File: config.mk
export PLATFORM = sky130hd
export DESIGN_NAME = evirq_ctrl
export DESIGN_NICKNAME = d
export VERILOG_FILES = /design/src/rtl/evirq_pkg.sv /design/src/rtl/evirq_sticky.sv /design/src/rtl/evirq_maskreg.sv /design/src/rtl/evirq_combine.sv /design/src/rtl/evirq_ctrl.sv
export SDC_FILE = /design/constraint.sdc
export NUM_CORES = 1
export LEC_CHECK = 0
export ABC_AREA = 1
export BUFFER_PORTS_ARGS = -buffer_cell sky130_fd_sc_hd__buf_2
export CELL_PAD_IN_SITES_DETAIL_PLACEMENT = 1
export CELL_PAD_IN_SITES_GLOBAL_PLACEMENT = 1
export CORE_UTILIZATION = 35
export CTS_CLUSTER_DIAMETER = 40
export DETAILED_ROUTE_END_ITERATION = 8
export GPL_TIMING_DRIVEN = 0
export PLACE_DENSITY = 0.91
export SYNTH_ARGS = -nofsm -noshare
export SYNTH_HDL_FRONTEND = slang
export SYNTH_SLANG_ARGS = --single-unit
File: constraint.sdc
create_clock -name clk -period 3 [get_ports clk]
set_input_delay 0.9 -clock clk [delete_from_list [all_inputs] [get_ports clk]]
set_output_delay 0.9 -clock clk [all_outputs]
set_load 0.02 [all_outputs]
File: src/rtl/evirq_pkg.sv
package evirq_pkg;
  localparam int unsigned EVQ_DEF_EVENTS = 8;
  localparam int unsigned EVQ_DEF_ADDR_W = 8;
  localparam logic [7:0]  EVQ_PEND_ADDR  = 8'h0D;
  localparam logic [7:0]  EVQ_MASK_ADDR  = 8'h06;
endpackage

File: src/rtl/evirq_sticky.sv
module evirq_sticky #(
  parameter int unsigned N_EVT = 8
) (
  input  logic             clk,
  input  logic             rst_n,
  input  logic [N_EVT-1:0] evt,
  input  logic [N_EVT-1:0] clr,
  output logic [N_EVT-1:0] pend
);
  for (genvar i = 0; i < N_EVT; i++) begin : g_bit
    always_ff @(posedge clk or negedge rst_n) begin
      if (!rst_n)      pend[i] <= 1'b0;
      else if (evt[i]) pend[i] <= 1'b1;   // event has priority over clear
      else if (clr[i]) pend[i] <= 1'b0;
    end
  end
endmodule

File: src/rtl/evirq_maskreg.sv
module evirq_maskreg #(
  parameter int unsigned N_EVT = 8
) (
  input  logic             clk,
  input  logic             rst_n,
  input  logic             load,
  input  logic [N_EVT-1:0] din,
  output logic [N_EVT-1:0] mask
);
  always_ff @(posedge clk or negedge rst_n) begin
    if (!rst_n)    mask <= '0;
    else if (load) mask <= din;
  end
endmodule

File: src/rtl/evirq_combine.sv
module evirq_combine #(
  parameter int unsigned N_EVT = 8
) (
  input  logic             clk,
  input  logic             rst_n,
  input  logic [N_EVT-1:0] pend,
  input  logic [N_EVT-1:0] mask,
  output logic             intr
);
  logic [N_EVT-1:0] live;
  assign live = pend & mask;

  always_ff @(posedge clk or negedge rst_n) begin
    if (!rst_n) intr <= 1'b0;
    else        intr <= |live;
  end
endmodule

File: src/rtl/evirq_ctrl.sv
module evirq_ctrl
  import evirq_pkg::*;
#(
  parameter int unsigned N_EVT     = EVQ_DEF_EVENTS,
  parameter int unsigned ADDR_W    = EVQ_DEF_ADDR_W,
  parameter logic [ADDR_W-1:0] PEND_ADDR = ADDR_W'(EVQ_PEND_ADDR),
  parameter logic [ADDR_W-1:0] MASK_ADDR = ADDR_W'(EVQ_MASK_ADDR)
) (
  input  logic              clk,
  input  logic              rst_n,
  input  logic [N_EVT-1:0]  evt_i,
  input  logic [ADDR_W-1:0] reg_addr,
  input  logic              reg_we,
  input  logic [N_EVT-1:0]  reg_wdata,
  output logic [N_EVT-1:0]  reg_rdata,
  output logic              intr_o
);
  logic             hit_pend, hit_mask;
  logic [N_EVT-1:0] clr_vec;
  logic [N_EVT-1:0] pend_q, mask_q;

  assign hit_pend = (reg_addr == PEND_ADDR);
  assign hit_mask = (reg_addr == MASK_ADDR);
  assign clr_vec  = (reg_we && hit_pend) ? reg_wdata : '0;

  evirq_sticky #(.N_EVT(N_EVT)) u_sticky (
    .clk(clk), .rst_n(rst_n), .evt(evt_i), .clr(clr_vec), .pend(pend_q)
  );

  evirq_maskreg #(.N_EVT(N_EVT)) u_mask (
    .clk(clk), .rst_n(rst_n), .load(reg_we && hit_mask), .din(reg_wdata), .mask(mask_q)
  );

  evirq_combine #(.N_EVT(N_EVT)) u_comb (
    .clk(clk), .rst_n(rst_n), .pend(pend_q), .mask(mask_q), .intr(intr_o)
  );

  always_comb begin
    if (hit_pend)      reg_rdata = pend_q;
    else if (hit_mask) reg_rdata = mask_q;
    else               reg_rdata = '0;
  end
endmodule

==> results by group <==
Power and ir drop
  – Overall power: between 0.4 and 0.5 mW
  – Leak Pwr: 0.755 nW
  – Pwr Density: 360 nW/µm²
  – Worst vdd ir: 0.257 mV

Clocking
  – # H-tree levels: 1
  – CTS Buf Count: 3
  – TritonCTS clock tree: done
  – CTS sink cnt: 17
  – Max Buffers Root-to-Sink: 2
  – CTS Hold Buffers Added: 0
  – Reg clk slew, reported paths: 100 ps
  – CTS-repair resized insts: 0
  – CTS root buf: clkbuf_4
  – Post-CTS Setup Inserts: 0
  – Worst skew pair latency: 300 ps

Place
  – GP Congestion: roughly 0.76
  – Port Buf Inserts: 34
  – Dpl cell area: 1190 µm²
  – Post-DP HPWL: 2.00 mm

Yosys
  – Synth Area per Inst: 7.26 µm²
  – Synth cell count leaders: nand2_1, dfrtp_1, inv_1
  – Synth warnings: 0
  – Count leader, synth: nand2_1
  – Seq cells post-synth: 17
  – Mapped Nets: 162
  – Cell area after synthesis: between 900 and 1000 µm²
  – Yosys top cell area share: 43.4%
  – Synth Flop Type: dfrtp_1
  – Post-synthesis sequential area ratio: between 40% and 50%
  – Cell variety after synth: 15
  – Largest cells by area after synthesis: dfrtp_1, nand2_1, nand4_1
  – Fraction of registers with async set/reset: 100%
  – Synth Instances: 135
  – Post-synth EDFFs: 0
  – Post-synth top area cell: dfrtp_1

Route
  – Vias after detailed routing: 1003
  – Drt total wl: 2.60 mm
  – DRC: 0
  – Drt pass-1 iters: 4
  – DR WL/cell: roughly 13 µm
  – DR iter-0 viols: 13
  – DR vias/cell: 4.94
  – Final ANT Viol Nets: 0

Worst setup path
  – Critical register-to-register path startpoint: u_mask.mask[6]$_DFFE_PN0P_
  – Cells along the critical path: buf_2, inv_1, nand2_2, nor2_8, nand2_1, inv_2, nand2_1, nand2_1, buf_2
  – Worst Setup SP: reg_addr[4]
  – Crit. End Element: primary output
  – Slowest library cell on the worst path: nor2_8
  – Crit path kind: primary input to primary output
  – WP data required: 2100 ps
  – Critical path fanouts, max: 10
  – Startpoint Class: primary input
  – Most used cell along the critical path: nand2_1
  – Crit path DAT: 1920 ps
  – CP peak stage delay: 190 ps
  – FF-to-FF path depth: 4

Timing
  – Max-slew violations: 0
  – Tcrit/Tclk final: between 90% and 100%
  – Hold_ws: 507 ps
  – Setup_tns: 0 ps
  – Hold Violations, Final: 0
  – FMAX: 355 MHz
  – Slew @ Worst Pin: 403 ps
  – Final setup fails: 0
  – Min cycle time layout: 2820 ps
  – RSZ-0062 raised after global routing: false
  – Slew headroom: 73.1%
  – Worst Skew: 0.837 ps

Layout
  – Area Growth Syn to Fin: 23.9%
  – Design area: between 1000 and 1500 µm²
  – Fin nets: between 200 and 250
  – Inserted Diodes: 0
  – Share of cells above drive strength 1: 29.5%

Die
  – Die height: 54.9 µm
  – I/O pins: 36
  – DIE AREA: 3010 µm²
  – Core box area: between 2000 and 3000 µm²
  – Starting Density: 38.2%
  – Die W: 54.9 µm
  – Rows: 18

Global route
  – Overall Global Routing Usage: 20.8%
  – Largest net degree at the start of global routing: 18
  – Grt ovf: 0
  – Number of global-route vias before repair: just over 1000
  – First-pass GRT wire length: 4.31 mm
  – Initial antenna violation count: 0

Status
  – Outcome: finished clean

Worst hold path
  – Min-Delay Path Class: primary input to asynchronous set/reset pin

Run
  – Max-cap violations: 0
## stage by stage
step / std cells / utilization (%) / setup slack, ps
CTS: 203 / 47.3 / 167
floorplan: 135 / - / 510
global placement: 199 / 46.2 / 203
detailed placement: 199 / 46.2 / 169
finish: 203 / 47.3 / 180
global route: 203 / 47.3 / 75.0
## report_power, final
group | internal, mW | switching [mW] | leakage [nW] | total (mW)
Sequential | 0.238 | 0.00494 | 0.193 | 0.243
Combinational | 0.0251 | 0.0409 | 0.547 | 0.0660
Clock | 0.0519 | 0.0768 | 0.0150 | 0.129
## metal layers
layer / vias to the layer above / GRT usage, % / part of all wire [%]
li1: 489 / - / -
met3: 4 / 5.74 / 4.5
met1: 481 / 20.3 / 40
met2: 29 / 42.2 / 54
met4: 0 / 5.00 / 1.1
met5: - / 0 / 0
## path summary, 6_finish.rpt
path                                                      to  slack (ps)
min in group clk                u_sticky.pend[1]$_DFFE_PN0P_         510
worst min-delay path              u_mask.mask[7]$_DFFE_PN0P_         510
worst min register to register  u_sticky.pend[1]$_DFFE_PN0P_         510
worst max register to register         u_comb.intr$_DFF_PN0_        2120
max in group asynchronous         u_mask.mask[0]$_DFFE_PN0P_        2210
worst max-delay path                            reg_rdata[3]         180
## state kept, by name, summed over array words and instances, names as in the netlist
register       count
u_comb.intr        1
u_mask.mask        8
u_sticky.pend      8
## cell type report
type	instances	area (µm²)
Fill cell	364	1350
Multi-Input combinational cell	100	485
Sequential cell	17	425
Timing Repair Buffer	34	170
Inverter	17	63.8
Tap cell	30	37.5
Clock buffer	4	26.3
Buffer	1	5.00
## layout by cell type, fill, tap and decap left out
cell type  count
nand4_1       10
and3_1         1
nor2_4         2
buf_2         35
nand2_2        1
a21oi_1        1
inv_1         14
nand2_1       77
nor2_1         1
clkbuf_1       1
nor2_8         2
nor2_2         1
nand3_2        1
clkbuf_4       3
dfrtp_1       17
nand2_4        3
inv_2          3
## worst max-delay path: cells and delay by family
| family | cells | cell delay, ps |
|---|---|---|
| buffers and inverters | 4 | 500 |
| and+or+nand+nor | 5 | 520 |
## cells by family (layout without fill, tap and decap cells)
group                  after synthesis  in the layout  share of synthesized area, %
DFF                                 17             17                          43.4
AOI/OAI and AO/OA                    1              1                         0.510
buffers and inverters               18             56                          7.02
and+or+nand+nor                     99             99                          49.0
No activity file was read; power rests on OpenSTA's default activity.
